## config.mk

```make
export PLATFORM = sky130hd
export DESIGN_NAME = vid_ctrl_regbank
export DESIGN_NICKNAME = d
export VERILOG_FILES = /design/src/rtl/vcr_pkg.sv /design/src/rtl/vcr_sync.sv /design/src/rtl/vcr_i2c_rx.sv /design/src/rtl/vcr_regfile.sv /design/src/rtl/vid_ctrl_regbank.sv
export SDC_FILE = /design/constraint.sdc
export NUM_CORES = 1
export LEC_CHECK = 0
export ABC_AREA = 0
export BUFFER_PORTS_ARGS = -buffer_cell sky130_fd_sc_hd__buf_2
export CORE_ASPECT_RATIO = 1.4
export CORE_MARGIN = 1.5
export CORE_UTILIZATION = 45
export CTS_CLUSTER_SIZE = 8
export DETAILED_ROUTE_END_ITERATION = 8
export PLACE_DENSITY = 0.74
export SLEW_MARGIN = 20
export SYNTH_ARGS = -nofsm -noshare
export SYNTH_HDL_FRONTEND = slang
export SYNTH_SLANG_ARGS = --single-unit
export TNS_END_PERCENT = 50
```

## constraint.sdc

```tcl
create_clock -name clk -period 4.91 [get_ports clk]
set_input_delay 0.2455 -clock clk [delete_from_list [all_inputs] [get_ports clk]]
set_output_delay 0.2455 -clock clk [all_outputs]
set_load 0.1 [all_outputs]
```

## src/rtl/vcr_pkg.sv

```systemverilog
package vcr_pkg;
  localparam int REG_W  = 8;
  localparam int N_REGS = 16;
  localparam int IDX_W  = $clog2(N_REGS);
  localparam int BIT_W  = $clog2(REG_W + 1);
  localparam logic [6:0]       DEV_ADDR = 7'b1000100;
  localparam logic [REG_W-1:0] RST_VAL  = 8'h01;
  localparam logic [REG_W-1:0] SIX_MASK = 8'h3F;
  localparam int SA_CTRL1 = 12;
  localparam int SA_CTRL2 = 13;
  localparam int SA_CTRL3 = 14;

  typedef enum logic [1:0] {PH_IDLE, PH_BITS, PH_ACK} rx_phase_e;

  function automatic logic sa_reserved(input logic [IDX_W-1:0] a);
    return (a == 4'h7) || (a == 4'h8) || (a == 4'h9) || (a == 4'hB) || (a == 4'hF);
  endfunction

  function automatic logic sa_six_bit(input logic [IDX_W-1:0] a);
    return (a <= 4'h6) || (a == 4'hA);
  endfunction
endpackage

```

## src/rtl/vcr_sync.sv

```systemverilog
module vcr_sync #(
  parameter int W      = 2,
  parameter int STAGES = 2
) (
  input  logic         clk,
  input  logic         rst_n,
  input  logic [W-1:0] d,
  output logic [W-1:0] q,
  output logic [W-1:0] rise,
  output logic [W-1:0] fall
);
  logic [STAGES-1:0][W-1:0] stg;
  logic [W-1:0]             prev_q;

  always_ff @(posedge clk or negedge rst_n) begin
    if (!rst_n) begin
      stg    <= '1;
      prev_q <= '1;
    end else begin
      stg[0] <= d;
      for (int i = 1; i < STAGES; i++) stg[i] <= stg[i-1];
      prev_q <= stg[STAGES-1];
    end
  end

  assign q    = stg[STAGES-1];
  assign rise = q & ~prev_q;
  assign fall = ~q & prev_q;
endmodule

```

## src/rtl/vcr_i2c_rx.sv

```systemverilog
module vcr_i2c_rx
  import vcr_pkg::*;
(
  input  logic             clk,
  input  logic             rst_n,
  input  logic             scl_q,
  input  logic             scl_rise,
  input  logic             scl_fall,
  input  logic             sda_q,
  input  logic             start_det,
  input  logic             stop_det,
  input  logic             buf_en,
  input  logic             pending,
  output logic             sda_pull,
  output logic             wr_imm,
  output logic             wr_buf,
  output logic [IDX_W-1:0] wr_addr,
  output logic [REG_W-1:0] wr_data
);
  rx_phase_e        phase_q, phase_n;
  logic [BIT_W-1:0] bit_q, bit_n;
  logic [REG_W-1:0] sh_q, sh_n;
  logic [1:0]       byte_q, byte_n;
  logic [IDX_W-1:0] ptr_q, ptr_n;
  logic             pull_q, pull_n;
  logic             drop_q, drop_n;
  logic             nine_q, nine_n;
  logic             byte_ok;

  always_comb begin
    phase_n = phase_q;
    bit_n   = bit_q;
    sh_n    = sh_q;
    byte_n  = byte_q;
    ptr_n   = ptr_q;
    pull_n  = pull_q;
    drop_n  = drop_q;
    nine_n  = nine_q;
    byte_ok = 1'b0;
    wr_imm  = 1'b0;
    wr_buf  = 1'b0;
    wr_addr = ptr_q;
    wr_data = sh_q;
    if (start_det || stop_det) begin
      phase_n = start_det ? PH_BITS : PH_IDLE;
      bit_n   = '0;
      byte_n  = '0;
      pull_n  = 1'b0;
      drop_n  = 1'b0;
      nine_n  = 1'b0;
    end else begin
      case (phase_q)
        PH_BITS: begin
          if (scl_rise && (bit_q < BIT_W'(REG_W))) begin
            sh_n  = {sh_q[REG_W-2:0], sda_q};
            bit_n = bit_q + 1'b1;
          end else if (scl_fall && (bit_q == BIT_W'(REG_W))) begin
            case (byte_q)
              2'd0: byte_ok = (sh_q == {DEV_ADDR, 1'b0});
              2'd1: begin
                byte_ok = (sh_q < REG_W'(N_REGS));
                if (byte_ok) ptr_n = sh_q[IDX_W-1:0];
              end
              2'd2: begin
                if (!pending) begin
                  byte_ok = 1'b1;
                  if (buf_en) begin
                    wr_buf = 1'b1;
                  end else begin
                    wr_imm = 1'b1;
                    ptr_n  = ptr_q + 1'b1;
                  end
                end
              end
              default: begin
                if (!pending && !buf_en) begin
                  byte_ok = 1'b1;
                  wr_imm  = 1'b1;
                  ptr_n   = ptr_q + 1'b1;
                end
              end
            endcase
            pull_n  = byte_ok;
            drop_n  = !byte_ok;
            nine_n  = 1'b0;
            bit_n   = '0;
            phase_n = PH_ACK;
            if (byte_ok && (byte_q != 2'd3)) byte_n = byte_q + 1'b1;
          end
        end
        PH_ACK: begin
          if (scl_rise) begin
            nine_n = 1'b1;
          end else if (scl_fall && nine_q) begin
            pull_n  = 1'b0;
            nine_n  = 1'b0;
            phase_n = drop_q ? PH_IDLE : PH_BITS;
          end
        end
        default: ;
      endcase
    end
  end

  always_ff @(posedge clk or negedge rst_n) begin
    if (!rst_n) begin
      phase_q <= PH_IDLE;
      bit_q   <= '0;
      sh_q    <= '0;
      byte_q  <= '0;
      ptr_q   <= '0;
      pull_q  <= 1'b0;
      drop_q  <= 1'b0;
      nine_q  <= 1'b0;
    end else begin
      phase_q <= phase_n;
      bit_q   <= bit_n;
      sh_q    <= sh_n;
      byte_q  <= byte_n;
      ptr_q   <= ptr_n;
      pull_q  <= pull_n;
      drop_q  <= drop_n;
      nine_q  <= nine_n;
    end
  end

  assign sda_pull = pull_q;

  assert_pull_in_ack_R11: assert property (@(posedge clk) disable iff (!rst_n)
    pull_q |-> (phase_q == PH_ACK));
  assert_pull_scl_low_R11: assert property (@(posedge clk) disable iff (!rst_n)
    $rose(pull_q) |-> !scl_q);
  assert_ack_release_R11: assert property (@(posedge clk) disable iff (!rst_n)
    (phase_q == PH_ACK && nine_q && scl_fall) |=> !pull_q);
  assert_start_restart_R10: assert property (@(posedge clk) disable iff (!rst_n)
    start_det |=> (bit_q == '0 && byte_q == '0 && phase_q == PH_BITS));
  assert_no_write_pending_R9: assert property (@(posedge clk) disable iff (!rst_n)
    pending |-> !(wr_imm || wr_buf));
endmodule

```

## src/rtl/vcr_regfile.sv

```systemverilog
module vcr_regfile
  import vcr_pkg::*;
(
  input  logic                    clk,
  input  logic                    rst_n,
  input  logic                    wr_imm,
  input  logic                    wr_buf,
  input  logic [IDX_W-1:0]        wr_addr,
  input  logic [REG_W-1:0]        wr_data,
  input  logic                    vblank,
  output logic [N_REGS*REG_W-1:0] live,
  output logic                    pending
);
  logic             pend_q, pend_n;
  logic [IDX_W-1:0] sa_q, sa_n;
  logic [REG_W-1:0] sd_q, sd_n;
  logic             commit;

  assign commit = pend_q && vblank;

  always_comb begin
    pend_n = pend_q;
    sa_n   = sa_q;
    sd_n   = sd_q;
    if (commit) begin
      pend_n = 1'b0;
    end else if (wr_buf) begin
      pend_n = 1'b1;
      sa_n   = wr_addr;
      sd_n   = wr_data;
    end
  end

  always_ff @(posedge clk or negedge rst_n) begin
    if (!rst_n) begin
      pend_q <= 1'b0;
      sa_q   <= '0;
      sd_q   <= RST_VAL;
    end else begin
      pend_q <= pend_n;
      sa_q   <= sa_n;
      sd_q   <= sd_n;
    end
  end

  assign pending = pend_q;

  for (genvar r = 0; r < N_REGS; r++) begin : g_reg
    localparam logic RSV = sa_reserved(IDX_W'(r));
    localparam logic [REG_W-1:0] KEEP = sa_six_bit(IDX_W'(r)) ? SIX_MASK : '1;
    if (RSV) begin : g_fixed
      assign live[r*REG_W +: REG_W] = RST_VAL;
    end else begin : g_store
      logic [REG_W-1:0] val_q, val_n;
      logic             val_en;
      always_comb begin
        val_en = 1'b0;
        val_n  = val_q;
        if (commit && (sa_q == IDX_W'(r))) begin
          val_en = 1'b1;
          val_n  = sd_q & KEEP;
        end else if (wr_imm && (wr_addr == IDX_W'(r))) begin
          val_en = 1'b1;
          val_n  = wr_data & KEEP;
        end
      end
      always_ff @(posedge clk or negedge rst_n) begin
        if (!rst_n) val_q <= RST_VAL;
        else if (val_en) val_q <= val_n;
      end
      assign live[r*REG_W +: REG_W] = val_q;
    end
  end

  assert_commit_clears_R8: assert property (@(posedge clk) disable iff (!rst_n)
    (pend_q && vblank) |=> !pend_q);
  assert_live_frozen_R9: assert property (@(posedge clk) disable iff (!rst_n)
    (pend_q && !vblank) |=> $stable(live));
  assert_single_buffer_R9: assert property (@(posedge clk) disable iff (!rst_n)
    wr_buf |-> !pend_q);
endmodule

```

## src/rtl/vid_ctrl_regbank.sv

```systemverilog
module vid_ctrl_regbank
  import vcr_pkg::*;
#(
  parameter int SYNC_STAGES = 2
) (
  input  logic                    clk,
  input  logic                    rst_n,
  input  logic                    scl_i,
  input  logic                    sda_i,
  input  logic                    vblank_i,
  output logic                    sda_pull_o,
  output logic [N_REGS*REG_W-1:0] regs_o,
  output logic                    sc_two_level_o,
  output logic                    buf_mode_o,
  output logic                    ntsc_matrix_o,
  output logic                    cutoff_off_o,
  output logic                    sw2_disable_o,
  output logic                    sw2_force_o,
  output logic                    sw1_disable_o,
  output logic                    sw1_force_o,
  output logic                    clamp_mode_o
);
  logic [1:0]       bus_q, bus_rise, bus_fall;
  logic             start_det, stop_det;
  logic             wr_imm, wr_buf, pending;
  logic [IDX_W-1:0] wr_addr;
  logic [REG_W-1:0] wr_data;
  logic [REG_W-1:0] ctrl1, ctrl2, ctrl3;

  vcr_sync #(.W(2), .STAGES(SYNC_STAGES)) u_sync (
    .clk(clk), .rst_n(rst_n), .d({sda_i, scl_i}),
    .q(bus_q), .rise(bus_rise), .fall(bus_fall)
  );

  assign start_det = bus_q[0] && !bus_rise[0] && bus_fall[1];
  assign stop_det  = bus_q[0] && !bus_rise[0] && bus_rise[1];

  vcr_i2c_rx u_rx (
    .clk(clk), .rst_n(rst_n),
    .scl_q(bus_q[0]), .scl_rise(bus_rise[0]), .scl_fall(bus_fall[0]),
    .sda_q(bus_q[1]), .start_det(start_det), .stop_det(stop_det),
    .buf_en(buf_mode_o), .pending(pending),
    .sda_pull(sda_pull_o), .wr_imm(wr_imm), .wr_buf(wr_buf),
    .wr_addr(wr_addr), .wr_data(wr_data)
  );

  vcr_regfile u_regs (
    .clk(clk), .rst_n(rst_n), .wr_imm(wr_imm), .wr_buf(wr_buf),
    .wr_addr(wr_addr), .wr_data(wr_data), .vblank(vblank_i),
    .live(regs_o), .pending(pending)
  );

  assign ctrl1 = regs_o[SA_CTRL1*REG_W +: REG_W];
  assign ctrl2 = regs_o[SA_CTRL2*REG_W +: REG_W];
  assign ctrl3 = regs_o[SA_CTRL3*REG_W +: REG_W];

  assign sc_two_level_o = ctrl1[7];
  assign buf_mode_o     = ctrl1[5];
  assign ntsc_matrix_o  = ctrl1[3];
  assign cutoff_off_o   = ctrl2[4];
  assign sw2_disable_o  = ctrl2[3];
  assign sw2_force_o    = ctrl2[2];
  assign sw1_disable_o  = ctrl2[1];
  assign sw1_force_o    = ctrl2[0];
  assign clamp_mode_o   = ctrl3[5];
endmodule

```

==> impl_metrics.toml <==
[worst_hold_path]
timing.hold.worst.class = "input pin to register"

[clock_network]
clkTransAtPathRegs_ns = 0.05
clock_tree.htree_level_count = 4
cts_inserted_buffers = 17
cts.sink_count = 114
cts_tree = "yes"
cts-root-buf = "sky130_fd_sc_hd__clkbuf_16"
cts-resized-gates = 0
ctsLongestPathBuffers = 2
clock_insertion_delay_worst_skew_ns = 0.42

[global_routing]
globalRouteTotalUtil_pct = 22.23
grt.met1_usage_pct = 28.03
antenna_found_initial = 0
grtUsageMet3_pct = 5.253
grt_start_max_net_pins = 84
grt_pass1_vias = 4733
grt_pass1_wl_mm = 24.86
gr-max-usage-layer = "met2"
grt-ovfl-total = 0
groute.layer.met2.usage_pct = 36.46

[pwr]
power.ir.vdd_worst_mv = 0.2445
power_density_nw_per_um2 = 386.1
totalPowerFinal_mw = 2.773
p_leak_nw = 2.947

[placed_design]
gp_congestion = 0.8945
placed_cells_incl_taps = 891
post-dp-hpwl_mm = 10.30
placement.io_buffers = 86
detailed_place.area_um2 = 6518
dp_slack_ns = 2.203

[worst_setup_path]
arrival_ns = 3.04
worst_setup_path_start_kind = "register"
timing.critical_path.to_type = "register"
cp_max_fo = 74
delay_contributed_by_the_slowest_stage_of_the_critical_path_ns = 0.64
cells_along_the_critical_path = "nand2b_1 -> nor4b_2 -> buf_4 -> and3_1 -> mux2_2"
critical_path_class = "register to register"
rrSetupSlack_ns = 2.16
slowest_cp_cell = "sky130_fd_sc_hd__and3_1"
worst_ep_required_time_ns = 5.21

[route]
wl_mm = 15.88
antenna_violating_nets_post_route = 0
vias = 5172
avg_vias_per_cell = 5.585
initialDrtViolationCount = 474
drt-wirelength-per-cell_um = 17.15
drcViolationCount = 0
drtPass1Iterations = 6

[cells_and_area]
syn_to_final_growth_pct = 12.86
final_cell_mix = "sky130_fd_sc_hd__dfrtp_1 (96), sky130_fd_sc_hd__buf_2 (85), sky130_fd_sc_hd__nand3_1 (78)"
post-route-util_pct = 51.86
n_antenna_cell = 0
combined_area_of_the_multi_input_logic_cells_um2 = 2914
sequential_cell_area_um2 = 2875
final_cell_area_um2 = 7181
nets = 745
instances_no_fill = 926
layout.cells.most_common = "sky130_fd_sc_hd__dfrtp_1"
post_route_cells_drive_above_1_share_pct = 24.56
layout.filler_cells = 1281

[floorplanning]
dieArea_um2 = 14870
coreArea_um2 = 13850
die_h_um = 143.7
ios = 143
floorplan.die.width_um = 103.5
start_util_pct = 45.95
num_rows = 51

[timing]
timing_max_transition_violations_final = 0
fin_crit_sh_pct = 55.91
report.final.setup_viol = 0
period_needed_ns = 2.745
fin_tns_setup_ns = 0
relSlewSlack_pct = 46.39
timing.final.ws_setup_ns = 2.165
finalHoldViolations = 0
fmaxAchievable_ghz = 0.3643
tightestPinTransition_ns = 0.8024
final.hold.worst_slack_ns = 0.1588
grt_setup_unrepaired = "no"
timing.clock.skew_ns = 0.01208

[job]
cap_viol_max_count = 0

[synth]
synthCells = 687
synth_edf_count = 0
dominantRegCellSynth = "sky130_fd_sc_hd__dfrtp_1"
postSynthRegisterBits = 114
synth_seq_area_share_pct = 45.19
ys_types = 54
netlist_area_um2 = 6362
synth.avg_cell_area_um2 = 9.261
asyncSetResetFlopFracSynth_pct = 100.0
synth.yosys.warnings = 0

[status]
outcome = "finished clean"
kinds of logic after synthesis:
logic type | Yosys count | synth area share [%]
other cells | 2 | 0.1180
mux | 36 | 6.293
compound gates | 165 | 15.79
simple gates | 221 | 17.68
xor+xnor | 2 | 0.2754
buf+inv | 135 | 12.29
flops | 114 | 45.19
fa+ha+maj | 12 | 2.360
what timing repair did:
item                      4_1_cts  5_1_grt
hold buffers                    2        1
setup buffers                   0        0
hold endpoints to repair        2       67
power breakdown:
part	switching (mW)	internal (mW)
sequential	0.111	0.975
combinational	0.281	0.0941
clock	0.427	0.885
total	0.819	1.95
cell type report:
type / instances / area share [%]
clock buffers: 22 / 6.604
clock inverters: 10 / 2.161
inverters: 11 / 0.5750
multi-input cells: 492 / 40.58
flip-flops and latches: 114 / 40.04
well taps: 185 / 3.224
repair buffers: 92 / 6.813
cell usage after synthesis, drive strengths merged, types with 5 or more instances:
master | n | area (µm²)
nand3 | 78 | 390.4
dfstp | 18 | 473.0
ha | 12 | 150.1
nand4 | 6 | 37.54
nand2 | 19 | 71.32
buf | 82 | 581.8
a31oi | 68 | 425.4
clkbuf | 42 | 158.9
nor4 | 6 | 62.56
o21ai | 71 | 355.3
inv | 11 | 41.29
and3 | 6 | 37.54
nor2 | 73 | 274.0
mux2 | 32 | 360.4
a21oi | 5 | 25.02
dfrtp | 96 | 2402
registers in the layout, indices dropped and copies added (netlist names), 4 cells and up:
| register | flops |
|---|---|
| u_regs.g.g_store.val_q | 72 |
| u_regs.sa_q | 4 |
| u_regs.sd_q | 8 |
| u_rx.bit_q | 4 |
| u_rx.wr_addr | 4 |
| u_rx.wr_data | 8 |
critical path, delay by kind of cell (launching register included):
kind / cells / cell delay, ns
buffers and inverters: 1 / 0.61
flip-flops: 1 / 0.58
AND/OR/NAND/NOR: 3 / 1.00
multiplexers: 1 / 0.41
path summary, 6_finish.rpt:
path / to / startpoint / cells after the start
max in group asynchronous: u_regs.sd_q[0]$_DFFE_PN1P_ / rst_n / 3
min reg2reg: u_sync.q[0]$_DFF_PN1_ / u_sync.stg[0]$_DFF_PN1_ / 0
max reg2reg: u_regs.sa_q[2]$_DFFE_PN0P_ / u_sync.prev_q[0]$_DFF_PN1_ / 5
max: u_regs.sa_q[2]$_DFFE_PN0P_ / u_sync.prev_q[0]$_DFF_PN1_ / 5
min: u_regs.pending$_DFFE_PN0P_ / vblank_i / 3
min in group asynchronous: u_regs.g_reg[2].g_store.val_q[3]$_DFFE_PN0P_ / rst_n / 2
metal layers:
metal	share of wire, %	wire length (µm)	vias to the layer above
li1	-	-	2433
met1	40	6317	2470
met2	50	7989	242
met3	7.9	1257	27
met4	2.0	315	0
met5	0	0	-
Power figures use the tool's default switching activity.
